**config.mk**
```make
export PLATFORM = sky130hd
export DESIGN_NAME = nand_port_adapter
export DESIGN_NICKNAME = d
export VERILOG_FILES = /design/src/rtl/nand_adapt_pkg.sv /design/src/rtl/nand_win_decode.sv /design/src/rtl/nand_lane_mux.sv /design/src/rtl/nand_rd_pack.sv /design/src/rtl/nand_port_adapter.sv
export SDC_FILE = /design/constraint.sdc
export NUM_CORES = 1
export LEC_CHECK = 0
export ABC_AREA = 1
export BUFFER_PORTS_ARGS = -buffer_cell sky130_fd_sc_hd__buf_2
export CAP_MARGIN = 15
export CORE_MARGIN = 2
export CORE_UTILIZATION = 40
export CTS_CLUSTER_DIAMETER = 120
export DETAILED_ROUTE_END_ITERATION = 7
export MAX_ROUTING_LAYER = met4
export PLACE_DENSITY = 0.71
export SLEW_MARGIN = 10
export SYNTH_ARGS = -nofsm -noshare
export SYNTH_HDL_FRONTEND = slang
export SYNTH_SLANG_ARGS = --single-unit
```
**constraint.sdc**
```tcl
create_clock -name clk -period 1.8 [get_ports clk]
set_input_delay 0.09 -clock clk [delete_from_list [all_inputs] [get_ports clk]]
set_output_delay 0.09 -clock clk [all_outputs]
set_load 0.05 [all_outputs]
```
**src/rtl/nand_adapt_pkg.sv**
```systemverilog
package nand_adapt_pkg;

   typedef enum logic [1:0] {
      WIN_NONE = 2'd0,
      WIN_CMD  = 2'd1,
      WIN_ADDR = 2'd2,
      WIN_DATA = 2'd3
   } win_e;

   localparam logic [1:0] SZ_BYTE = 2'd0;
   localparam logic [1:0] SZ_HALF = 2'd1;

   localparam int PART_W = 3;

endpackage

```
**src/rtl/nand_win_decode.sv**
```systemverilog
module nand_win_decode
   import nand_adapt_pkg::*;
#(
   parameter int OFF_W     = 6,
   parameter int CMD_BASE  = 'h1C,
   parameter int ADDR_BASE = 'h20,
   parameter int DATA_BASE = 'h24,
   parameter int WIN_BYTES = 4
) (
   input  logic [OFF_W-1:0]  off,
   input  logic [1:0]        size,
   input  logic              we,
   input  logic              is_nand,
   input  logic              wide,
   output win_e              win,
   output logic              start_io,
   output logic              bad_width,
   output logic [PART_W-1:0] nparts
);

   function automatic logic in_win(input int o, input int base);
      return (o >= base) && (o < base + WIN_BYTES);
   endfunction

   always_comb begin
      int o;
      o = int'(off);
      if (in_win(o, CMD_BASE))       win = WIN_CMD;
      else if (in_win(o, ADDR_BASE)) win = WIN_ADDR;
      else if (in_win(o, DATA_BASE)) win = WIN_DATA;
      else                           win = WIN_NONE;
   end

   always_comb begin
      start_io  = is_nand && ((win == WIN_DATA) ||
                  (we && (win == WIN_CMD || win == WIN_ADDR)));
      bad_width = (win == WIN_NONE) && !size[1];
      if (wide)                nparts = size[1] ? PART_W'(2) : PART_W'(1);
      else if (size[1])        nparts = PART_W'(4);
      else if (size == SZ_HALF) nparts = PART_W'(2);
      else                     nparts = PART_W'(1);
   end

endmodule

```
**src/rtl/nand_lane_mux.sv**
```systemverilog
module nand_lane_mux
   import nand_adapt_pkg::*;
#(
   parameter int DATA_W = 32,
   parameter int DEV_W  = 16
) (
   input  logic [DATA_W-1:0] wdata,
   input  logic [PART_W-1:0] idx,
   input  logic              wide,
   output logic [DEV_W-1:0]  dout
);

   localparam int NBYTES = DATA_W / 8;
   localparam int NHALF  = DATA_W / DEV_W;
   localparam int BSEL_W = $clog2(NBYTES);
   localparam int HSEL_W = (NHALF > 1) ? $clog2(NHALF) : 1;

   logic [DEV_W-1:0] byte_sel [NBYTES];
   logic [DEV_W-1:0] half_sel [NHALF];

   for (genvar g = 0; g < NBYTES; g++) begin : g_byte
      assign byte_sel[g] = {{(DEV_W-8){1'b0}}, wdata[8*g +: 8]};
   end
   for (genvar h = 0; h < NHALF; h++) begin : g_half
      assign half_sel[h] = wdata[DEV_W*h +: DEV_W];
   end

   assign dout = wide ? half_sel[idx[HSEL_W-1:0]] : byte_sel[idx[BSEL_W-1:0]];

endmodule

```
**src/rtl/nand_rd_pack.sv**
```systemverilog
module nand_rd_pack
   import nand_adapt_pkg::*;
#(
   parameter int DATA_W = 32,
   parameter int DEV_W  = 16
) (
   input  logic              clk,
   input  logic              rst_n,
   input  logic              clear,
   input  logic              cap,
   input  logic [PART_W-1:0] idx,
   input  logic              wide,
   input  logic              narrow,
   input  logic [DEV_W-1:0]  din,
   output logic [DATA_W-1:0] rdata
);

   localparam int NBYTES = DATA_W / 8;
   localparam int BPH    = DEV_W / 8;

   for (genvar b = 0; b < NBYTES; b++) begin : g_lane
      localparam int HI  = b % BPH;
      localparam int PRT = b / BPH;
      logic [7:0] wide_byte;
      assign wide_byte = (HI != 0 && narrow) ? 8'h00 : din[8*HI +: 8];

      always_ff @(posedge clk or negedge rst_n) begin
         if (!rst_n) begin
            rdata[8*b +: 8] <= 8'h00;
         end else if (clear) begin
            rdata[8*b +: 8] <= 8'h00;
         end else if (cap) begin
            if (!wide && idx == PART_W'(b))
               rdata[8*b +: 8] <= din[7:0];
            else if (wide && idx == PART_W'(PRT))
               rdata[8*b +: 8] <= wide_byte;
         end
      end
   end

endmodule

```
**src/rtl/nand_port_adapter.sv**
```systemverilog
module nand_port_adapter
   import nand_adapt_pkg::*;
#(
   parameter int OFF_W     = 6,
   parameter int DATA_W    = 32,
   parameter int DEV_W     = 16,
   parameter int CMD_BASE  = 'h1C,
   parameter int ADDR_BASE = 'h20,
   parameter int DATA_BASE = 'h24
) (
   input  logic              clk,
   input  logic              rst_n,
   input  logic              cpu_req,
   input  logic              cpu_we,
   input  logic [OFF_W-1:0]  cpu_off,
   input  logic [1:0]        cpu_size,
   input  logic [DATA_W-1:0] cpu_wdata,
   output logic              cpu_busy,
   output logic              cpu_done,
   output logic              cpu_err,
   output logic [DATA_W-1:0] cpu_rdata,
   input  logic              cfg_is_nand,
   input  logic              cfg_wide,
   output logic              nand_cle,
   output logic              nand_ale,
   output logic              nand_we,
   output logic              nand_re,
   output logic [DEV_W-1:0]  nand_dout,
   input  logic [DEV_W-1:0]  nand_din,
   input  logic              nand_rdy
);

   localparam int WIN_BYTES = DATA_W / 8;

   if (DATA_W != 32) begin : g_bad_data_w
      $error("nand_port_adapter: DATA_W must be 32");
   end
   if (DEV_W != 16) begin : g_bad_dev_w
      $error("nand_port_adapter: DEV_W must be 16");
   end
   if ((1 << OFF_W) < DATA_BASE + WIN_BYTES) begin : g_bad_off_w
      $error("nand_port_adapter: OFF_W too small for window bases");
   end

   win_e              win;
   logic              start_io, bad_width;
   logic [PART_W-1:0] nparts;

   nand_win_decode #(
      .OFF_W(OFF_W), .CMD_BASE(CMD_BASE), .ADDR_BASE(ADDR_BASE),
      .DATA_BASE(DATA_BASE), .WIN_BYTES(WIN_BYTES)
   ) u_dec (
      .off(cpu_off), .size(cpu_size), .we(cpu_we), .is_nand(cfg_is_nand),
      .wide(cfg_wide), .win(win), .start_io(start_io),
      .bad_width(bad_width), .nparts(nparts)
   );

   logic              run_q, we_q, wide_q, narrow_q, cle_q, ale_q, done_q, err_q;
   logic [PART_W-1:0] idx_q, last_q;
   logic [DATA_W-1:0] wdata_q;
   logic              accept, step;

   assign accept = cpu_req && !run_q;
   assign step   = run_q && nand_rdy;

   always_ff @(posedge clk or negedge rst_n) begin
      if (!rst_n) begin
         run_q    <= 1'b0;
         we_q     <= 1'b0;
         wide_q   <= 1'b0;
         narrow_q <= 1'b0;
         cle_q    <= 1'b0;
         ale_q    <= 1'b0;
         done_q   <= 1'b0;
         err_q    <= 1'b0;
         idx_q    <= '0;
         last_q   <= '0;
         wdata_q  <= '0;
      end else begin
         done_q <= 1'b0;
         if (accept) begin
            run_q    <= start_io;
            we_q     <= cpu_we;
            wide_q   <= cfg_wide;
            narrow_q <= (cpu_size == SZ_BYTE);
            wdata_q  <= cpu_wdata;
            idx_q    <= '0;
            last_q   <= nparts - PART_W'(1);
            cle_q    <= start_io && (win == WIN_CMD);
            ale_q    <= start_io && (win == WIN_ADDR);
            done_q   <= !start_io;
            err_q    <= bad_width;
         end else if (step) begin
            if (idx_q == last_q) begin
               run_q  <= 1'b0;
               cle_q  <= 1'b0;
               ale_q  <= 1'b0;
               done_q <= 1'b1;
            end else begin
               idx_q <= idx_q + PART_W'(1);
            end
         end
      end
   end

   nand_lane_mux #(.DATA_W(DATA_W), .DEV_W(DEV_W)) u_mux (
      .wdata(wdata_q), .idx(idx_q), .wide(wide_q), .dout(nand_dout)
   );

   nand_rd_pack #(.DATA_W(DATA_W), .DEV_W(DEV_W)) u_pack (
      .clk(clk), .rst_n(rst_n), .clear(accept), .cap(step && !we_q),
      .idx(idx_q), .wide(wide_q), .narrow(narrow_q), .din(nand_din),
      .rdata(cpu_rdata)
   );

   assign cpu_busy = run_q;
   assign cpu_done = done_q;
   assign cpu_err  = done_q && err_q;
   assign nand_cle = cle_q;
   assign nand_ale = ale_q;
   assign nand_we  = run_q && we_q;
   assign nand_re  = run_q && !we_q;


   cle_ale_excl_chk: assert property (@(posedge clk) disable iff (!rst_n)
      !(nand_cle && nand_ale));


   latch_stable_chk: assert property (@(posedge clk) disable iff (!rst_n)
      (cpu_busy && $past(cpu_busy)) |-> ($stable(nand_cle) && $stable(nand_ale)));


   idle_quiet_chk: assert property (@(posedge clk) disable iff (!rst_n)
      !cpu_busy |-> !(nand_cle || nand_ale || nand_we || nand_re));


   strobe_hold_chk: assert property (@(posedge clk) disable iff (!rst_n)
      ((nand_we || nand_re) && !nand_rdy) |=>
         ($stable(nand_dout) && $stable(nand_we) && $stable(nand_re)));


   done_not_busy_chk: assert property (@(posedge clk) disable iff (!rst_n)
      cpu_done |-> !cpu_busy);


   non_nand_idle_chk: assert property (@(posedge clk) disable iff (!rst_n)
      (cpu_req && !cpu_busy && !cfg_is_nand) |=> (!cpu_busy && cpu_done));

endmodule

```
Word-level counts from Yosys, hierarchy flattened
Index checks and enable logic that the tools add are counted.

Input port bits: 63. Bits in registers: 78. Word-level logic and storage cells: 121. Memories kept: 0. Latch bits: 0. Bits in read-only memories: 0. Bits in writable memories: 0.

Multipliers: 0. Magnitude comparators: 8. Shift operators: 0. Equal/unequal tests: 9. Mux-type cells: 42. $add $sub $neg: 2. Div/mod/pow operators: 0. Bitwise logic cells: 2. Reductions and logical operators: 43.

Operator list (count): 2-to-1 mux 8 bit (17); 2-to-1 mux 16 bit (6); binary-select mux 16 bit (select 2 bit) (1); logical AND 1 bit (20); < comparator 6 bit, second input constant (3); 2-to-1 mux 3 bit (5); >= comparator 6 bit, second input constant (2); AND reduction 2 bit (6); nonzero test 3 bit (4); 2-to-1 mux 2 bit (5); 2-to-1 mux 1 bit (8); equality test 3 x 2 -> 1 bit, second input constant (2); >= comparator 6 x 5 -> 1 bit, second input constant (1); nonzero test 2 bit (3); logical NOT 1 bit (5); equality test 2 x 1 -> 1 bit, second input constant (2); equality test 2 bit, second input constant (2); logical NOT 2 bit (2); adder 3 x 1 -> 3 bit, second input constant (1); equality test 3 x 1 -> 1 bit, second input constant (1); equality test 3 bit (1); >= comparator 3 bit, second input constant (1); logical NOT 3 bit (1); NOT 2 -> 3 bit (1); 5 further kinds (6).

Logic depth before layout (Yosys ltp)
Gate-level depths: netlist of run 1.

Word-level depth: 12. Depth in mapped cells: 12. Depth with buffers taken out: 11.

By module
Synthesis of run 1 repeated with hierarchy kept, for this count alone.

Cells, all modules: 599. Area, all modules: 4400.5 sq um.

By module, submodules not included: nand_port_adapter (cells an instance 220, seq. area each 1151.1 sq um, area each 1936.9 sq um, instances 1); nand_rd_pack (cells an instance 236, seq. area each 800.8 sq um, area each 1785.5 sq um, instances 1); nand_lane_mux (cells an instance 115, seq. area each 0.0 sq um, area each 540.5 sq um, instances 1); nand_win_decode (cells an instance 28, seq. area each 0.0 sq um, area each 137.6 sq um, instances 1).

Worst setup path before layout of run 1
Ideal clock, no wire load.

Kind: reg2out. Start: register idx_q[0]. End: output port nand_dout[7]. Cell stages (with the launch flop): 6. Slack: -198 ps. Arrival: 1908 ps. Data required time: 1710 ps. Cell sequence: dfrtp_1 -> buf_2 -> inv_2 -> nand2_1 -> a21boi_0 -> o21ai_0.

Word-level cells in the longest chain between the ends: 5. Elaborated cells on any way between the ends: 9.

Ends and longest elaborated chain: start, declared (RTL line nand_port_adapter.sv:59) `logic [PART_W-1:0] idx_q, last_q;`; start signal, assigned (RTL line nand_port_adapter.sv:100) `idx_q <= idx_q + PART_W'(1);`; NOT 2 -> 3 bit (not written as such) / NOT 1 -> 2 bit (equally long branches) (RTL line nand_lane_mux.sv:28) `assign dout = wide ? half_sel[idx[HSEL_W-1:0]] : byte_sel[idx[BSEL_W-1:0]];`; binary-select mux 16 bit (select 2 bit) / 2-to-1 mux 16 bit (equally long branches) (RTL line nand_lane_mux.sv:28); 2-to-1 mux 16 bit (not written as such) (2 in series) (RTL line nand_lane_mux.sv:28); 2-to-1 mux 16 bit * (RTL line nand_lane_mux.sv:28); end, declared (RTL line nand_port_adapter.sv:28) `output logic [DEV_W-1:0] nand_dout,`.

Every way passes the cells marked *; elsewhere a longest branch is shown, timed or not. The select of a mux whose other input is x is not followed.

Worst setup path in the final report of run 1
Start: register idx_q[0]. End: output port nand_dout[3].

Same word-level chain as after synthesis.

==> results.tsv, run 1 <==
metric	value	unit
clk_lat worst skew	350	ps
mux cell area share after synthesis	0	
vias	4039	
chip height	104	um
core area	9770	sq um
commonest non-fill, non-tap cells in the layout	nand2_1 (253), buf_2 (110), dfrtp_1 (76), dlygate4sd3_1 (35), nand3_1 (34)	
Avg Cell Area, Syn	7.53	sq um
Initial Util	0.412	
dpl hpwl	7560	um
Congestion Overflow GR	0	
post-synth top area cell	dfrtp_1	
run status	completed	
post-placement worst setup slack	129	ps
TNS Setup	0	ps
largest family of logic cells by synthesized area	simple AND/OR/NAND/NOR gates	
largest net degree at the start of global routing	37	
Compound-Gate Fraction of Synth Area	0.104	
Port Buffers	115	
Max VDD drop	1.45	mV
share of the synthesized area in the top cell type	0.479	
Worst-path clk slew	90	ps
Mapped Area	4020	sq um
Slew headroom	0.692	
Min Clock Period, post-route	1750	ps
Simple-Gate Fraction of Synth Area	0.316	
Clock Tree Root	clkbuf_8	
LEAKAGE	2.97	nW
Layout area overhead	33.5	%
DR WL/cell	13.5	um
synth warn	0	
Area contributors post-synth	dfrtp_1 (48%), nand2_1 (24%), nand3_1 (4.2%)	
initial detailed-routing violation count	233	
cts bufs inserted	9	
Routed WL	11100	um
worst r2r path cells	9	
Pwr per Cell Area	1880	nW/um^2
ANT cells	0	
Clock Path Buffers	2	
remaining antenna violation count after routing	0	
commonest non-fill, non-tap cell in the layout	nand2_1	
Final Cycle Share	0.974	
initial antenna violation count	0	
final layout net count	754	
DRC viols	0	
max-cap violations	0	
final hold violations	0	
syn nets	605	
CTS H-tree depth	3	
Arr. time, crit path	1660	ps
share of layout cells above drive strength 1	0.246	
setup ws final	46.3	ps
hold crit path type	in -> reg	
I/O pin total	118	
Setup Skew	8.51	ps
CTS tree	done	
Slew Viols, Final	0	
number of global-route vias before repair	3861	
row cnt	36	
DIE WIDTH	104	um
Synth Register Bits	77	
Clock Sinks	77	
Non-Filler Instances	821	
Synth cell types	28	
gr usage total	0.207	
First-pass DRT Iterations	5	
post-synthesis cell count	534	
first-pass GRT wire length	18000	um
Seq/Total Area, Yosys	0.479	
vias per cell	4.92	
DP Cell Count	767	
Setup crit end kind	output port	
hold slack	28.3	ps
Adder-Cell Fraction of Synth Area	0.0249	
final core utilization	0.549	
WP data required	1710	ps
Worst Hold Depth	4	
setup violators final	0	
Crit Path Max Fanout	6	
GPL Wtd Cong	0.865	
crit path kind	reg -> out	
Worst-Margin Slew	462	ps
Worst Setup Start Kind	register	
xor-xnor portion of the synthesized cell area	0.00218	
Die ar.	10900	sq um
Fmax	570	MHz
## Yosys cell counts
| cell | number |
|---|---|
| a21oi_4 | 1 |
| buf_2 | 13 |
| nor3_1 | 1 |
| a31o_2 | 7 |
| o21ai_4 | 1 |
| o21ai_0 | 33 |
| nand2_4 | 4 |
| xnor2_1 | 1 |
| inv_1 | 30 |
| nand2_1 | 253 |
| nand4_1 | 2 |
| nand2_2 | 2 |
| buf_6 | 5 |
| nand3b_1 | 1 |
| o21ai_2 | 2 |
| nor2_1 | 18 |
| inv_2 | 4 |
| a21boi_0 | 1 |
| buf_4 | 2 |
| clkinv_1 | 1 |
| clkbuf_1 | 5 |
| ha_1 | 8 |
| nand3_1 | 34 |
| o21ai_1 | 8 |
| dfrtp_1 | 77 |
| inv_4 | 2 |
| a21oi_1 | 17 |
| a22o_1 | 1 |
## per-stage QoR
stage	area, sq um	power [mW]
floorplan	4030	7.16
global placement	4710	8.28
detailed placement	4710	8.39
CTS	5280	9.88
global route	5370	10.8
finish	5370	10.1
## sequential cells by signal, indices dropped and copies added (netlist names), 2 cells and up
| name | flops |
|---|---|
| last_q | 2 |
| idx_q | 3 |
| wdata_q | 32 |
| u_pack.rdata | 32 |
## final cells by class
cell class,count,area [sq um]
repair buffers,163,1120
well taps,133,166
inverters,37,149
multi-input cells,395,1800
clock buffers,10,138
fillers,951,4400
clock inverters,6,70.1
flip-flops and latches,77,1930
## critical path, cell delays in order (launching register included)
cell and delay (ps):
dfrtp_2 440, clkinv_4 110, clkbuf_16 170, nand2_1 60, nand3_1 70, a31o_2 250, buf_2 210
## per-layer routing
layer  share of wire  routed length [um]  track usage
met5               0                   0            -
met4          0.0077                  85       0.0338
met3           0.071                 789       0.0395
met2            0.50                5510        0.348
met1            0.42                4660        0.266
## kinds of logic after synthesis
group	count (synthesis)
AOI/OAI and AO/OA	71
xor gates and xnor gates	1
adders and majority gates	8
buffers and inverters	62
DFF	77
and+or+nand+nor	315
## power by group
| part | switching [mW] | internal, mW | total, mW | leakage (nW) |
|---|---|---|---|---|
| Combinational | 4.19 | 1.66 | 5.85 | 1.90 |
| Sequential | 0.468 | 2.39 | 2.86 | 0.977 |
| Clock | 0.692 | 0.688 | 1.38 | 0.0955 |
| Total | 5.35 | 4.74 | 10.1 | 2.97 |
## what timing repair did
item	4_1_cts	5_1_grt
hold buffers	35	0
pin swaps	0	2
setup endpoints to repair	4	21
buffers inserted	0	1
endpoints found under the hold margin	68	0
gates resized for setup	2	13
cloned	0	2
## worst paths after layout
path                            slack, ps             start                to
min in group asynchronous             230             rst_n  u_pack.rdata[18]
worst max register to register        130          idx_q[0]  u_pack.rdata[27]
max in group asynchronous             960             rst_n          idx_q[0]
worst max-delay path                   50          idx_q[0]      nand_dout[3]
worst min register to register        480  u_pack.rdata[10]  u_pack.rdata[10]
worst min-delay path                   30          cfg_wide         last_q[0]
Power figures use the tool's default switching activity.
==> run 2, diff against run 1 <==
- CORE_UTILIZATION: 40 -> 45
- PLACE_DENSITY: 0.71 -> 0.78
==> run 2 against run 1 <==
Against the previous run:
- sequential power hardly changed
- total power rose by 2.8%
- clock-buffer cell count rose by 1
- critical path type unchanged
- critical endpoint is now nand_dout[7]
- largest power group unchanged
==> results.tsv, run 2 (synthesis results as in run 1) <==
metric	value	unit	change
run status	completed		
Worst R2R Setup Slack	130	ps	about the same
Non-Filler Instances	806		-1.8%
setup violators final	0		unchanged
largest net degree at the start of global routing	78		+110%
worst r2r path cells	9		unchanged
max-cap violations	0		unchanged
hold slack	11.7	ps	-16.7 ps
commonest non-fill, non-tap cells in the layout	nand2_1 (253), buf_2 (107), dfrtp_1 (76), dlygate4sd3_1 (35), nand3_1 (34)		
cts bufs inserted	9		unchanged
chip height	98.5	um	-5.5%
initial antenna violation count	0		unchanged
vias	4116		+1.9%
remaining antenna violation count after routing	0		unchanged
ANT cells	0		unchanged
Initial Util	0.464		+0.0520
first-pass GRT wire length	18300	um	+1.8%
hold crit path type	in -> reg		
Arr. time, crit path	1690	ps	+30 ps
CTS H-tree depth	3		unchanged
First-pass DRT Iterations	5		unchanged
biggest regs	u_pack.rdata (32), wdata_q (32), idx_q (3)		
DRC viols	0		unchanged
FILL cells	751		-21%
Worst Hold Depth	4		unchanged
Die ar.	9710	sq um	-11%
final hold violations	0		unchanged
LEAKAGE	3.02	nW	+1.4%
Clock Tree Root	clkbuf_8		
number of global-route vias before repair	4073		+5.5%
final layout net count	764		+1.3%
Layout area overhead	34.8	%	
crit path kind	reg -> out		
GPL Wtd Cong	0.904		+4.6%
Routed WL	11400	um	+3.3%
Setup Skew	10.1	ps	+1.54 ps
Worst-Margin Slew	461	ps	-1.57 ps
share of layout cells above drive strength 1	0.255		+0.00937
Crit Path Max Fanout	26		+20
Worst Setup SP	idx_q[0]		
core area	8680	sq um	-11%
Max VDD drop	1.97	mV	+36%
Worst Setup Start Kind	register		
gr usage total	0.242		+0.0345
vias per cell	5.11		+3.8%
Congestion Overflow GR	0		unchanged
Clock Sinks	77		unchanged
Hold Path End	last_q[0]		
worst hold start	cfg_wide		
WP data required	1710	ps	about the same
FF-to-FF End	u_pack.rdata[15]		
DP Cell Count	743		-3.1%
Port Buffers	115		unchanged
CTS tree	done		
Pwr per Cell Area	1910	nW/um^2	+1.8%
commonest non-fill, non-tap cell in the layout	nand2_1		
Reg2Reg Launch Point	idx_q[0]		
Setup crit end kind	output port		
clk_lat worst skew	370	ps	+20 ps
TNS Setup	0	ps	unchanged
I/O pin total	118		unchanged
row cnt	34		-5.6%
initial detailed-routing violation count	239		+2.6%
total power	10.4	mW	+2.8%
Fmax	562	MHz	-1.5%
Min Clock Period, post-route	1780	ps	+26.5 ps
Clock Path Buffers	2		unchanged
DIE WIDTH	98.5	um	-5.5%
dpl hpwl	7450	um	-1.5%
Slew headroom	0.692		about the same
DR WL/cell	14.2	um	+5.3%
Worst-path clk slew	90	ps	about the same
Final Cycle Share	0.989		+0.0147
Slew Viols, Final	0		unchanged
[run 2: cell count changes in the layout (fill, tap and decap cells not counted), moves of 2 or more]
cell / delta
buf_4: +12
buf_2: -3
buf_6: +3
clkbuf_16: -2
inv_6: -2
[run 2: worst max-delay path by stage]
| stage | cells after the start | endpoint | slack (ps) |
|---|---|---|---|
| 2_1_floorplan | 12 | u_pack.rdata[10] | 20 |
| 3_3_place_gp | 7 | u_pack.rdata[27] | 230 |
| 3_5_place_dp | 7 | u_pack.rdata[26] | 140 |
| 4_1_cts | 6 | nand_dout[0] | 0.05 |
| 5_1_grt | 6 | nand_dout[7] | -30 |
| 6_report | 6 | nand_dout[7] | 20 |
[run 2: layout make-up]
cell class              instances  area (sq um)  area share
well taps                     108           135      0.0249
inverters                      37           151      0.0279
multi-input cells             395          1800       0.332
clock buffers                  11           141      0.0261
flip-flops and latches         77          1930       0.356
clock inverters                 5          83.8      0.0155
repair buffers                173          1180       0.218
[run 2: what timing repair did]
| action | in CTS | in global routing |
|---|---|---|
| pin swaps | 0 | 1 |
| endpoints found under the setup margin | 11 | 24 |
| endpoints found under the hold margin | 111 | 0 |
| gates resized for setup | 8 | 11 |
| cloned | 0 | 0 |
| buffers inserted | 0 | 12 |
| hold buffers | 35 | 0 |
[run 2: metrics by stage]
step | area [sq um] | setup WS, ps | utilization
after floorplan | 4030 | 23.9 | -
after global placement | 4690 | 231 | 0.541
after detailed placement | 4690 | 140 | 0.541
after CTS | 5290 | 0.0502 | 0.609
after global routing | 5420 | -33.0 | 0.625
final | 5420 | 19.8 | 0.625
[run 2: layer usage]
| metal | track usage | vias to the layer above | wire length, um |
|---|---|---|---|
| li1 | - | 1992 | - |
| met1 | 0.287 | 1911 | 4560 |
| met2 | 0.414 | 186 | 5760 |
| met3 | 0.0383 | 27 | 837 |
| met4 | 0.0938 | 0 | 263 |
| met5 | - | - | 0 |
[run 2: worst max-delay path: stages, from the launching register on]
cell and delay [ps]:
dfrtp_2 470, buf_12 200, nand2_1 100, nand3_1 100, nand3_1 80, o21ai_1 170, buf_6 210
[run 2: power breakdown]
part / switching, mW / total, mW / internal (mW)
clock network: 0.672 / 1.49 / 0.821
registers: 0.455 / 2.84 / 2.39
logic: 4.27 / 6.03 / 1.76
==> run 3, diff against run 2 <==
- CORE_UTILIZATION: 45 -> 36
- HOLD_SLACK_MARGIN: not set -> 0.12
- PLACE_DENSITY: 0.78 -> 0.65
- RECOVER_POWER: not set -> 50
==> run 3 against run 2 <==
Against the previous run:
- wire length shrank 0.97%
- largest power group unchanged
- global-route usage shrank 4.1 points
- critical endpoint is now nand_dout[2]
- final cell count grew 4.7%
- clock power grew 5%
- via count shrank 1.2%
- hold slack gained 160 ps
==> results.tsv, run 3 (synthesis results as in run 1) <==
metric	value	unit	change
run status	completed		
Setup crit end kind	output port		
Routed WL	11300	um	-0.97%
number of global-route vias before repair	4044		-0.71%
share of layout cells above drive strength 1	0.205		-0.0505
Worst Hold Depth	5		+1
initial detailed-routing violation count	226		-5.4%
commonest non-fill, non-tap cells in the layout	nand2_1 (253), buf_2 (80), dfrtp_1 (76), dlygate4sd3_1 (48), nand3_1 (34)		
TNS Setup	0	ps	unchanged
chip height	110	um	+11%
crit path kind	reg -> out		
Port Buffers	115		unchanged
dpl hpwl	7880	um	+5.8%
worst r2r path cells	9		unchanged
met1 Use GR	0.240		-0.0472
biggest regs	u_pack.rdata (32), wdata_q (32), idx_q (3)		
max-cap violations	0		unchanged
Slew Viols, Final	0		unchanged
largest net degree at the start of global routing	46		-41%
CTS tree	done		
row cnt	38		+12%
Initial Util	0.369		-0.0941
final core utilization	0.505		-0.120
Pwr per Cell Area	1870	nW/um^2	-2.2%
Arr. time, crit path	1650	ps	-40 ps
initial antenna violation count	0		unchanged
commonest non-fill, non-tap cell in the layout	nand2_1		
Clock Tree Root	clkbuf_8		
ANT cells	0		unchanged
setup ws final	57.8	ps	+37.9 ps
Clock Path Buffers	2		unchanged
total power	10.3	mW	-0.86%
final hold violations	0		unchanged
Crit Path Max Fanout	24		-7.7%
first-pass GRT wire length	18200	um	-0.71%
worst hold start	nand_din[15]		
Multi-input gate area	1800	sq um	unchanged
I/O pin total	118		unchanged
remaining antenna violation count after routing	0		unchanged
gr usage total	0.200		-0.0414
Setup Skew	9.20	ps	-0.856 ps
Min Clock Period, post-route	1740	ps	-37.9 ps
Worst Setup SP	idx_q[0]		
clk_lat worst skew	350	ps	-20 ps
LEAKAGE	2.94	nW	-2.5%
met3 Usage GRT	0.0290		-0.00925
Congestion Overflow GR	0		unchanged
CTS H-tree depth	3		unchanged
core area	10900	sq um	+25%
end of the critical path	nand_dout[2]		
WP data required	1710	ps	about the same
Final Cycle Share	0.968		-0.0211
hold slack	171	ps	+159 ps
final layout net count	770		+0.79%
Worst-path clk slew	80	ps	about the same
Fmax	574	MHz	+2.2%
met2 usage	0.342		-0.0722
Non-Filler Instances	844		+4.7%
DR WL/cell	13.4	um	-5.4%
Layout area overhead	36.6	%	
cts bufs inserted	9		unchanged
gr busiest metal	met2		
Clock Sinks	77		unchanged
vias per cell	4.82		-5.7%
GPL Wtd Cong	0.878		-2.9%
Reg2Reg Launch Point	idx_q[0]		
hold crit path type	in -> reg		
Worst-Margin Slew	1130	ps	+668 ps
Slew headroom	0.248		-0.444
fin area	5500	sq um	+1.4%
Max VDD drop	1.74	mV	-12%
First-pass DRT Iterations	5		unchanged
DIE WIDTH	110	um	+11%
Worst Setup Start Kind	register		
FILL cells	1067		+42%
Die ar.	12000	sq um	+24%
post-placement worst setup slack	149	ps	+9.09 ps
placed inst area	4750	sq um	+1.2%
setup violators final	0		unchanged
vias	4065		-1.2%
Worst R2R Setup Slack	130	ps	about the same
total area of sequential cells	1930	sq um	unchanged
DP Cell Count	777		+4.6%
DRC viols	0		unchanged
FF-to-FF End	u_pack.rdata[31]		
==> run 3: repair_timing <==
action,CTS,global route
buffers inserted,0,3
endpoints found under the setup margin,10,17
pin swaps,0,1
endpoints found under the hold margin,103,0
gates resized for setup,2,17
hold buffers,48,0
==> run 3: per-layer routing <==
metal / up-vias / wire [um]
met2: 139 / 5540
met4: 0 / 242
met1: 1896 / 4890
met5: - / 0
li1: 2008 / -
met3: 22 / 636
==> run 3: report_power, final <==
part / internal (mW) / switching, mW
combinational: 1.66 / 4.20
sequential: 2.39 / 0.463
clock: 0.922 / 0.649
total: 4.97 / 5.31
==> run 3: critical path, stage by stage (launching register included) <==
cell,delay (ps)
dfrtp_2,450
inv_2,110
buf_12,170
nand2_1,80
a21oi_1,160
a31o_2,120
clkbuf_4,220
==> run 3: how the worst min path moves through the flow <==
stage / to / slack (ps)
after floorplan: cpu_busy / -210
after global placement: u_pack.rdata[17] / 130
after detailed placement: u_pack.rdata[19] / 130
after CTS: u_pack.rdata[14] / 140
after global routing: u_pack.rdata[8] / 170
final: u_pack.rdata[15] / 170
==> run 3: cell type report <==
type	instances	share of cell area
inverters	37	0.0262
repair buffers	179	0.220
flip-flops and latches	77	0.351
clock inverters	6	0.0203
clock buffers	10	0.0232
multi-input cells	395	0.327
well taps	140	0.0319
